### src/rtl/pcs_coder_pkg.sv
// Package: shared widths, code-group constants, state types and the
// nibble/code mapping functions used by both directions of the coder.
// Assumes the 5-bit stream is already symbol aligned.
package pcs_coder_pkg;

    localparam int NIB_W  = 4;
    localparam int CODE_W = NIB_W + 1;

    typedef logic [CODE_W-1:0] code_t;
    typedef logic [NIB_W-1:0]  nib_t;

    localparam code_t C_IDLE      = 5'b11111;
    localparam code_t C_SSD_J     = 5'b11000;
    localparam code_t C_SSD_K     = 5'b10001;
    localparam code_t C_ESD_T     = 5'b01101;
    localparam code_t C_ESD_R     = 5'b00111;
    localparam code_t C_HALT      = 5'b00100;
    localparam code_t C_FALSE_BYP = 5'b11110;

    localparam nib_t N_FALSE_CAR = 4'b1110;
    localparam nib_t N_LINK_ERR  = 4'b0011;

    typedef enum logic [1:0] {
        TX_IDLE,
        TX_SEND_K,
        TX_DATA,
        TX_SEND_R
    } tx_st_e;

    typedef enum logic [2:0] {
        RX_IDLE,
        RX_GOT_J,
        RX_DATA,
        RX_GOT_T,
        RX_FALSE
    } rx_st_e;

    typedef struct packed {
        logic valid;
        nib_t nib;
    } dec_t;

    // Nibble to data code group.
    function automatic code_t nib_to_code(input nib_t n);
        code_t c;
        case (n)
            4'h0: c = 5'b11110;
            4'h1: c = 5'b01001;
            4'h2: c = 5'b10100;
            4'h3: c = 5'b10101;
            4'h4: c = 5'b01010;
            4'h5: c = 5'b01011;
            4'h6: c = 5'b01110;
            4'h7: c = 5'b01111;
            4'h8: c = 5'b10010;
            4'h9: c = 5'b10011;
            4'hA: c = 5'b10110;
            4'hB: c = 5'b10111;
            4'hC: c = 5'b11010;
            4'hD: c = 5'b11011;
            4'hE: c = 5'b11100;
            default: c = 5'b11101;
        endcase
        return c;
    endfunction

    // Data code group back to nibble, flagged when not a data code.
    function automatic dec_t code_to_nib(input code_t c);
        dec_t d;
        d.valid = 1'b1;
        case (c)
            5'b11110: d.nib = 4'h0;
            5'b01001: d.nib = 4'h1;
            5'b10100: d.nib = 4'h2;
            5'b10101: d.nib = 4'h3;
            5'b01010: d.nib = 4'h4;
            5'b01011: d.nib = 4'h5;
            5'b01110: d.nib = 4'h6;
            5'b01111: d.nib = 4'h7;
            5'b10010: d.nib = 4'h8;
            5'b10011: d.nib = 4'h9;
            5'b10110: d.nib = 4'hA;
            5'b10111: d.nib = 4'hB;
            5'b11010: d.nib = 4'hC;
            5'b11011: d.nib = 4'hD;
            5'b11100: d.nib = 4'hE;
            5'b11101: d.nib = 4'hF;
            default: begin
                d.valid = 1'b0;
                d.nib   = '0;
            end
        endcase
        return d;
    endfunction

    // True for every group the encoder may legally emit.
    function automatic logic is_tx_legal(input code_t c);
        dec_t d;
        d = code_to_nib(c);
        return d.valid || (c == C_IDLE) || (c == C_SSD_J) || (c == C_SSD_K) ||
               (c == C_ESD_T) || (c == C_ESD_R) || (c == C_HALT);
    endfunction

endpackage

### src/rtl/pcs_tx_encoder.sv
// Transmit half: frames MII nibbles into 5-bit code groups.
// A frame opens with J,K in place of the first two nibbles, carries one
// code per cycle, substitutes HALT on tx_er and closes with T,R.
// Assumes tx_en stays high for at least three cycles per frame.
// Bypass forwards txd[4:0] and returns the framing state to idle.
module pcs_tx_encoder
    import pcs_coder_pkg::*;
(
    input  logic              clk,
    input  logic              rst_n,
    input  logic              bypass,
    input  logic              tx_en,
    input  logic              tx_er,
    input  logic [CODE_W-1:0] txd,
    output logic [CODE_W-1:0] tx_code
);

    tx_st_e st_q, st_d;
    code_t  code_q, code_d;

    // Next framing state and next code group.
    always_comb begin
        st_d   = st_q;
        code_d = C_IDLE;
        if (bypass) begin
            st_d   = TX_IDLE;
            code_d = txd;
        end else begin
            case (st_q)
                TX_IDLE: begin
                    if (tx_en) begin
                        code_d = C_SSD_J;
                        st_d   = TX_SEND_K;
                    end
                end
                TX_SEND_K: begin
                    code_d = C_SSD_K;
                    st_d   = TX_DATA;
                end
                TX_DATA: begin
                    if (!tx_en) begin
                        code_d = C_ESD_T;
                        st_d   = TX_SEND_R;
                    end else if (tx_er) begin
                        code_d = C_HALT;
                    end else begin
                        code_d = nib_to_code(txd[NIB_W-1:0]);
                    end
                end
                TX_SEND_R: begin
                    code_d = C_ESD_R;
                    st_d   = TX_IDLE;
                end
                default: st_d = TX_IDLE;
            endcase
        end
    end

    // State and output register.
    always_ff @(posedge clk) begin
        if (!rst_n) begin
            st_q   <= TX_IDLE;
            code_q <= C_IDLE;
        end else begin
            st_q   <= st_d;
            code_q <= code_d;
        end
    end

    assign tx_code = code_q;

    assert_j_then_k_R3: assert property (@(posedge clk) disable iff (!rst_n)
        (tx_code == C_SSD_J && !bypass && $past(!bypass)) |=> (tx_code == C_SSD_K));

    assert_legal_code_R4: assert property (@(posedge clk) disable iff (!rst_n)
        $past(!bypass) |-> is_tx_legal(tx_code));

    assert_halt_on_err_R5: assert property (@(posedge clk) disable iff (!rst_n)
        (tx_en && tx_er && !bypass &&
         $past(tx_en) && $past(tx_en, 2) && $past(tx_en, 3) &&
         $past(!bypass) && $past(!bypass, 2) && $past(!bypass, 3) &&
         $past(rst_n) && $past(rst_n, 2) && $past(rst_n, 3))
        |=> (tx_code == C_HALT));

    assert_t_then_r_R6: assert property (@(posedge clk) disable iff (!rst_n)
        (tx_code == C_ESD_T && !bypass && $past(!bypass)) |=> (tx_code == C_ESD_R));

endmodule

### src/rtl/pcs_rx_decoder.sv
// Receive half: finds J,K in an aligned symbol stream, decodes data
// codes into nibbles and reports bad symbols, aborted frames, false
// carrier and (when enabled) link faults. All outputs are registered:
// the group sampled at an edge is reflected on the ports after it.
// Assumes link_fault is synchronous to clk.
module pcs_rx_decoder
    import pcs_coder_pkg::*;
(
    input  logic              clk,
    input  logic              rst_n,
    input  logic              bypass,
    input  logic              link_err_rpt_en,
    input  logic              link_fault,
    input  logic [CODE_W-1:0] rx_code,
    output logic              rx_dv,
    output logic              rx_er,
    output logic [CODE_W-1:0] rxd
);

    rx_st_e st_q, st_d;
    logic   dv_q, dv_d;
    logic   er_q, er_d;
    code_t  rxd_q, rxd_d;
    dec_t   dec;
    code_t  quiet_rxd;

    // Decode of the current group and the value shown outside a frame.
    always_comb begin
        dec       = code_to_nib(rx_code);
        quiet_rxd = bypass ? rx_code : '0;
    end

    // Framing state and output selection.
    always_comb begin
        st_d  = st_q;
        dv_d  = 1'b0;
        er_d  = 1'b0;
        rxd_d = quiet_rxd;
        if (link_fault) begin
            st_d = RX_IDLE;
            if (link_err_rpt_en) begin
                er_d  = 1'b1;
                rxd_d = {1'b0, N_LINK_ERR};
            end
        end else begin
            case (st_q)
                RX_IDLE: begin
                    if (rx_code == C_SSD_J) st_d = RX_GOT_J;
                end
                RX_GOT_J, RX_FALSE: begin
                    if ((st_q == RX_GOT_J && rx_code == C_SSD_K) ||
                        (st_q == RX_FALSE && rx_code == C_IDLE)) begin
                        st_d = (st_q == RX_GOT_J) ? RX_DATA : RX_IDLE;
                    end else begin
                        st_d = RX_FALSE;
                        if (bypass) begin
                            rxd_d = C_FALSE_BYP;
                        end else begin
                            er_d  = 1'b1;
                            rxd_d = {1'b0, N_FALSE_CAR};
                        end
                    end
                end
                RX_DATA: begin
                    if (rx_code == C_ESD_T) begin
                        st_d = RX_GOT_T;
                    end else if (rx_code == C_IDLE) begin
                        st_d = RX_IDLE;
                        dv_d = !bypass;
                        er_d = !bypass;
                    end else if (dec.valid) begin
                        dv_d  = 1'b1;
                        rxd_d = bypass ? rx_code : {1'b0, dec.nib};
                    end else begin
                        dv_d = 1'b1;
                        er_d = !bypass;
                    end
                end
                RX_GOT_T: st_d = RX_IDLE;
                default:  st_d = RX_IDLE;
            endcase
        end
    end

    // State and output registers.
    always_ff @(posedge clk) begin
        if (!rst_n) begin
            st_q  <= RX_IDLE;
            dv_q  <= 1'b0;
            er_q  <= 1'b0;
            rxd_q <= '0;
        end else begin
            st_q  <= st_d;
            dv_q  <= dv_d;
            er_q  <= er_d;
            rxd_q <= rxd_d;
        end
    end

    assign rx_dv = dv_q;
    assign rx_er = er_q;
    assign rxd   = rxd_q;

    assert_ctrl_not_data_R9: assert property (@(posedge clk) disable iff (!rst_n)
        (!bypass && !link_fault &&
         (rx_code == C_SSD_J || rx_code == C_SSD_K || rx_code == C_ESD_R || rx_code == C_HALT))
        |=> !(rx_dv && !rx_er));

    assert_idle_not_data_R10: assert property (@(posedge clk) disable iff (!rst_n)
        (!bypass && !link_fault && rx_code == C_IDLE) |=> (!rx_dv || rx_er));

    assert_link_report_R12: assert property (@(posedge clk) disable iff (!rst_n)
        (link_fault && link_err_rpt_en) |=> (rx_er && !rx_dv && rxd == 5'b00011));

    assert_link_silent_R12: assert property (@(posedge clk) disable iff (!rst_n)
        (link_fault && !link_err_rpt_en) |=> (!rx_er && !rx_dv));

endmodule

### src/rtl/pcs_coder.sv
// Top: 4B/5B coder with independent transmit and receive halves that
// share only the bypass control. No buffering at the edges; each half
// adds one register stage.
module pcs_coder
    import pcs_coder_pkg::*;
(
    input  logic              clk,
    input  logic              rst_n,
    input  logic              bypass,
    input  logic              link_err_rpt_en,
    input  logic              link_fault,
    input  logic              tx_en,
    input  logic              tx_er,
    input  logic [CODE_W-1:0] txd,
    output logic [CODE_W-1:0] tx_code,
    input  logic [CODE_W-1:0] rx_code,
    output logic              rx_dv,
    output logic              rx_er,
    output logic [CODE_W-1:0] rxd
);

    pcs_tx_encoder u_tx (
        .clk     (clk),
        .rst_n   (rst_n),
        .bypass  (bypass),
        .tx_en   (tx_en),
        .tx_er   (tx_er),
        .txd     (txd),
        .tx_code (tx_code)
    );

    pcs_rx_decoder u_rx (
        .clk             (clk),
        .rst_n           (rst_n),
        .bypass          (bypass),
        .link_err_rpt_en (link_err_rpt_en),
        .link_fault      (link_fault),
        .rx_code         (rx_code),
        .rx_dv           (rx_dv),
        .rx_er           (rx_er),
        .rxd             (rxd)
    );

endmodule

### config.mk
export PLATFORM = sky130hd
export DESIGN_NAME = pcs_coder
export DESIGN_NICKNAME = d
export VERILOG_FILES = /design/src/rtl/pcs_coder_pkg.sv /design/src/rtl/pcs_tx_encoder.sv /design/src/rtl/pcs_rx_decoder.sv /design/src/rtl/pcs_coder.sv
export SDC_FILE = /design/constraint.sdc
export NUM_CORES = 1
export LEC_CHECK = 0
export BUFFER_PORTS_ARGS = -buffer_cell sky130_fd_sc_hd__buf_2
export CORE_MARGIN = 4
export CORE_UTILIZATION = 55
export CTS_CLUSTER_DIAMETER = 30
export DETAILED_ROUTE_END_ITERATION = 12
export PLACE_DENSITY = 0.9
export SLEW_MARGIN = 40
export SYNTH_ARGS = -nofsm -noshare
export SYNTH_HDL_FRONTEND = slang
export SYNTH_HIERARCHICAL = 1
export SYNTH_SLANG_ARGS = --single-unit
### constraint.sdc
create_clock -name clk -period 3.07 [get_ports clk]
set_input_delay 0.614 -clock clk [delete_from_list [all_inputs] [get_ports clk]]
set_output_delay 0.614 -clock clk [all_outputs]
set_load 0.02 [all_outputs]
# Yosys cells after proc, flatten, opt, wreduce, memory -nomap -nowiden
# Memory sizes are Yosys's and may differ from the RTL's.
# Cells that the tools add are included.
# totals
rom_bits	80
input_bits	17
n_memories	1
output_inout_bits	12
ff_bits	17
word_cells	87
# op_classes
n_eq_ne	30
n_mux	35
bitwise	2
n_reduce_logical	13
# memory_table
memory	words	word_bits	rd	rd_ports_with_merged_regs	wr	line	source
(name not given)	16	5	1	0	0	pcs_coder_pkg.sv:46	case (n)
# op_table
op	n
equality test 5 bit (second input constant)	14
two-way mux 5 bit	12
one-hot mux 4 bit (15 select lines)	1
equality test 5 x 4 -> 1 bit (second input constant)	6
one-hot mux 5 bit (4 select lines)	1
OR reduction 16 bit	1
two-way mux 3 bit	5
one-hot mux 5 bit (2 select lines)	1
two-way mux 1 bit	9
one-hot mux 3 bit (3 select lines)	1
one-hot mux 2 bit (4 select lines)	1
two-way mux 2 bit	3
OR reduction 2 bit	3
equality test 2 bit (second input constant)	2
inequality test 2 bit (second input constant)	2
AND reduction 2 bit	2
OR reduction 4 bit	1
equality test 3 x 1 -> 1 bit (second input constant)	1
equality test 3 x 2 -> 1 bit (second input constant)	1
equality test 3 bit (second input constant)	1
zero test 3 bit	1
inequality test 3 x 1 -> 1 bit (second input constant)	1
equality test 2 x 1 -> 1 bit (second input constant)	1
logical AND 1 bit	2
other kinds (6)	7

# Longest topological paths before layout
# depth
word_depth	8
depth_mapped	5

# Cells and area by module
# Netlist, hierarchy kept.
# by_module_without_submodules
mod	area_each_um2	instances	cells_per_inst
pcs_rx_decoder	765.7	1	96
pcs_tx_encoder	509.2	1	61

# Least setup slack after synthesis
# OpenSTA, ideal clock, no wires.
# synth_timing
kind	input -> register
start	in rx_code[2]
end	reg u_rx.er_q, in the netlist u_rx/rx_er
setup_slack_ns	1.232
arrival_time_ns	1.709
cell_stages	5
setup_ns	0.130
cell_sequence	buf_6 or3b_4 or3_4 a21boi_4 a311oi_1
# synth_via
elab_chain_len	8
# synth_lines
item	line	source
start, declared	pcs_coder.sv:16	input logic [CODE_W-1:0] rx_code,
equality test 5 bit / equality test 5 x 4 -> 1 bit (equally long branches)	pcs_coder_pkg.sv:71	case (c)
OR reduction 16 bit (no source line)	-	
two-way mux 1 bit	pcs_coder_pkg.sv:71	
two-way mux 1 bit	pcs_rx_decoder.sv:71	end else if (dec.valid) begin
two-way mux 1 bit	pcs_rx_decoder.sv:67	end else if (rx_code == C_IDLE) begin
two-way mux 1 bit	pcs_rx_decoder.sv:65	if (rx_code == C_ESD_T) begin
one-hot mux 1 bit (2 select lines) *	pcs_rx_decoder.sv:46	case (st_q)
two-way mux 1 bit *	pcs_rx_decoder.sv:39	if (link_fault) begin
end signal, assigned	pcs_rx_decoder.sv:95	er_q <= er_d;
end, declared	pcs_rx_decoder.sv:22	logic er_q, er_d;
# Every way passes the cells marked *; elsewhere a longest branch is shown, timed or not.
# A chain may end at the register's enable or synchronous reset.

# Worst setup path in the final report
# layout_timing
start	in rx_code[4]
end	reg u_rx.st_q[0]
# layout_via
elab_chain_len	5
# layout_lines
item	line	source
equality test 5 bit (on tied branches)	pcs_rx_decoder.sv:51, pcs_rx_decoder.sv:52, pcs_rx_decoder.sv:67	
logical AND 1 bit (on tied branches)	pcs_rx_decoder.sv:51, pcs_rx_decoder.sv:52	
logical OR 1 bit	pcs_rx_decoder.sv:51	if ((st_q == RX_GOT_J && rx_code == C_SSD_K) ||
two-way mux 3 bit	pcs_rx_decoder.sv:51	
one-hot mux 3 bit (3 select lines)	pcs_rx_decoder.sv:46	
end signal, assigned	pcs_rx_decoder.sv:93	st_q <= st_d;
end, declared	pcs_rx_decoder.sv:20	rx_st_e st_q, st_d;
# Several ways; a longest one is shown, not always the timed one.

==> results.cfg <==
[clock_network]
post_cts_buffers = 0
cts_buffers = 3
cts_tree = yes
ctsHoldBuffers = 0
cts_resized = 0
clk_pin_slew_ns = 0.10
cts_root_buf = clkbuf_4
htreeDepth = 1
clock_latency_ns = 0.29
cts_sinks = 17
cts.path.max_buffers = 2

[sta]
period_minus_slack_ns = 1.824
rsz0062_at_grt = no
setup_tns_ns = 0
fin_skew_ns = 0.006879
setup_viol_count_final = 0
final.setup.worst_slack_ns = 1.246
min_period_over_period = 0.5942
max_freq_mhz = 548.2
slew_headroom = 0.5979
final_hold_viol_count = 0
worstMarginPinSlew_ns = 0.5953
slew_violations = 0

[yosys]
syn-instance-count = 157
syn-cell-area_sq_um = 1275
dominantRegCellSynth = dfxtp_1
synth-edff-count = 0
syn_area_per_cell_sq_um = 8.121
yosys_warnings = 6
ys_ff_latch = 17
synth_nets = 178
yosysUniqueCellTypes = 49
yosysSeqAreaShare = 0.2669
synthArstFlopShare = 0

[grt]
grt_pass1_vias = 1156
grt_use_total = 0.1957
antenna_found_initial = 0
grt_pass1_wl_mm = 5.119
grt_overflow = 0
grt_start_max_net_pins = 21

[min_path]
hold_class = flop to flop

[place]
dp_hpwl_mm = 2.137
io_buffer_count = 28
place_inst = 203
place_congestion = 0.9630
dp_slack_ns = 1.012

[routing]
vias = 1267
wl_per_cell_um = 14.56
via_per_inst = 6.121
totalWireLength_mm = 3.013
first_iter_violations = 100
drc = 0
drt_first_pass_iters = 6
ant_nets = 0

[setup_path]
cp_data_arrival_time_ns = 2.01
path_class = primary input to flop
crit_fanout = 13
worstPathRequired_ns = 3.26
setup.worst_path.start_class = primary input
cp-end-kind = flop

[run_status]
status = finished clean

[finish]
fin_cells = 207
diodes = 0
syn_to_final_growth_pct = 9.617
final_common_cell = buf_2
fin_nets = 201
drive_gt1_frac = 0.2458
final_cell_mix = buf_2 (28), dfxtp_1 (17), nand2_1 (16), nor2_1 (15), inv_1 (7)
n_fill_cell = 203

[pwr]
power_per_cell_area_nw_per_um2 = 333.9
max-vdd-ir-drop_uv = 217.0
leakage_uw = 0.0005751

[floorplan]
dieHeight_um = 56.15
die-area_sq_um = 3152
num_rows = 17
fp.dieW_um = 56.15
start_util = 0.5764
io_pins = 29
core_area_sq_um = 2212

[flow_run]
drv_cap = 0
==> flip-flops by register name (all words and copies together), names as in the netlist <==
name and count:
u_rx/rxd 5, u_tx/tx_code 5, u_rx/st_q 3, u_tx/st_q 2, u_rx/rx_dv 1, u_rx/rx_er 1
==> worst max-delay path, cell delays in order <==
cell and delay, ns:
buf_2 0.22, or3b_4 0.42, nor3b_1 0.25, o41ai_1 0.15, a2111oi_2 0.34
==> power breakdown <==
group,switching [uW],total (uW),internal [uW]
Clock,69.7,118,48.4
Sequential,3.32,233,230
Combinational,71.5,115,43.7
==> logic make-up (layout without fill, tap and decap cells) <==
logic type / Yosys count / in the layout / share of synthesized area
and+or+nand+nor: 71 / 71 / 0.3130
AOI/OAI and AO/OA: 40 / 40 / 0.2434
buffers and inverters: 18 / 40 / 0.08635
DFF: 17 / 17 / 0.2669
adders and majority gates: 4 / 4 / 0.03926
xor gates and xnor gates: 4 / 4 / 0.02748
muxes: 3 / 3 / 0.02355
==> per-layer routing <==
metal / GRT usage / share of wire / vias to the layer above
met3: 0.05568 / 0.10 / 6
met1: 0.2605 / 0.43 / 582
met2: 0.3072 / 0.46 / 72
met4: 0.05424 / 0.0076 / 0
li1: - / - / 607
met5: 0 / 0 / -
==> final cells by class <==
class	instances	area (sq um)	area share
multi-input combinational	122	824.5	0.5900
sequential	17	340.3	0.2435
timing repair buffer	28	140.1	0.1003
tap	28	35.03	0.02507
inverter	8	30.03	0.02149
clock buffer	3	22.52	0.01611
clock inverter	1	5.005	0.003581
==> cell usage after synthesis, types with 2 or more instances <==
library cell / instances / area, sq um
and2b_1: 2 / 15.01
a21oi_1: 5 / 25.02
o21ai_0: 3 / 15.01
a31oi_1: 6 / 37.54
nand2b_1: 4 / 25.02
nand4_1: 4 / 25.02
o31ai_1: 5 / 37.54
nor3_1: 5 / 25.02
nand2_1: 16 / 60.06
nor3b_1: 4 / 30.03
buf_6: 5 / 56.30
xnor2_1: 4 / 35.03
nand3b_1: 5 / 37.54
clkbuf_1: 2 / 7.510
nor2b_1: 2 / 12.51
o21a_1: 2 / 15.01
dfxtp_1: 17 / 340.3
o21ai_1: 3 / 15.01
nor2_1: 15 / 56.30
mux2i_1: 3 / 30.03
a211oi_1: 3 / 22.52
nand3_1: 4 / 20.02
o211ai_1: 3 / 22.52
ha_1: 4 / 50.05
inv_1: 7 / 26.28
==> metrics by stage <==
step	total power, uW	hold WS, ns	instance area, sq um	utilization
global route	495.3	0.6067	1398	0.6318
global placement	347.1	0.5217	1370	0.6193
floorplan	317.4	0.5026	1275	-
CTS	471.2	0.5387	1398	0.6318
detailed placement	351.3	0.5225	1370	0.6193
finish	466.6	0.5336	1398	0.6318
==> path summary, 6_finish.rpt <==
path                        startpoint                   endpoint  slack (ns)  cells after the start
max                         rx_code[4]  u_rx/st_q[0]$_SDFFE_PP0P_        1.25                      5
min reg2reg  u_tx/st_q[0]$_SDFFE_PP0P_  u_tx/st_q[0]$_SDFFE_PP0P_        0.53                      2
max reg2reg  u_rx/st_q[1]$_SDFFE_PP0P_      u_rx/rx_er$_SDFF_PN0_        1.43                      4
min          u_tx/st_q[0]$_SDFFE_PP0P_  u_tx/st_q[0]$_SDFFE_PP0P_        0.53                      2
No activity file was read; power rests on OpenSTA's default activity.
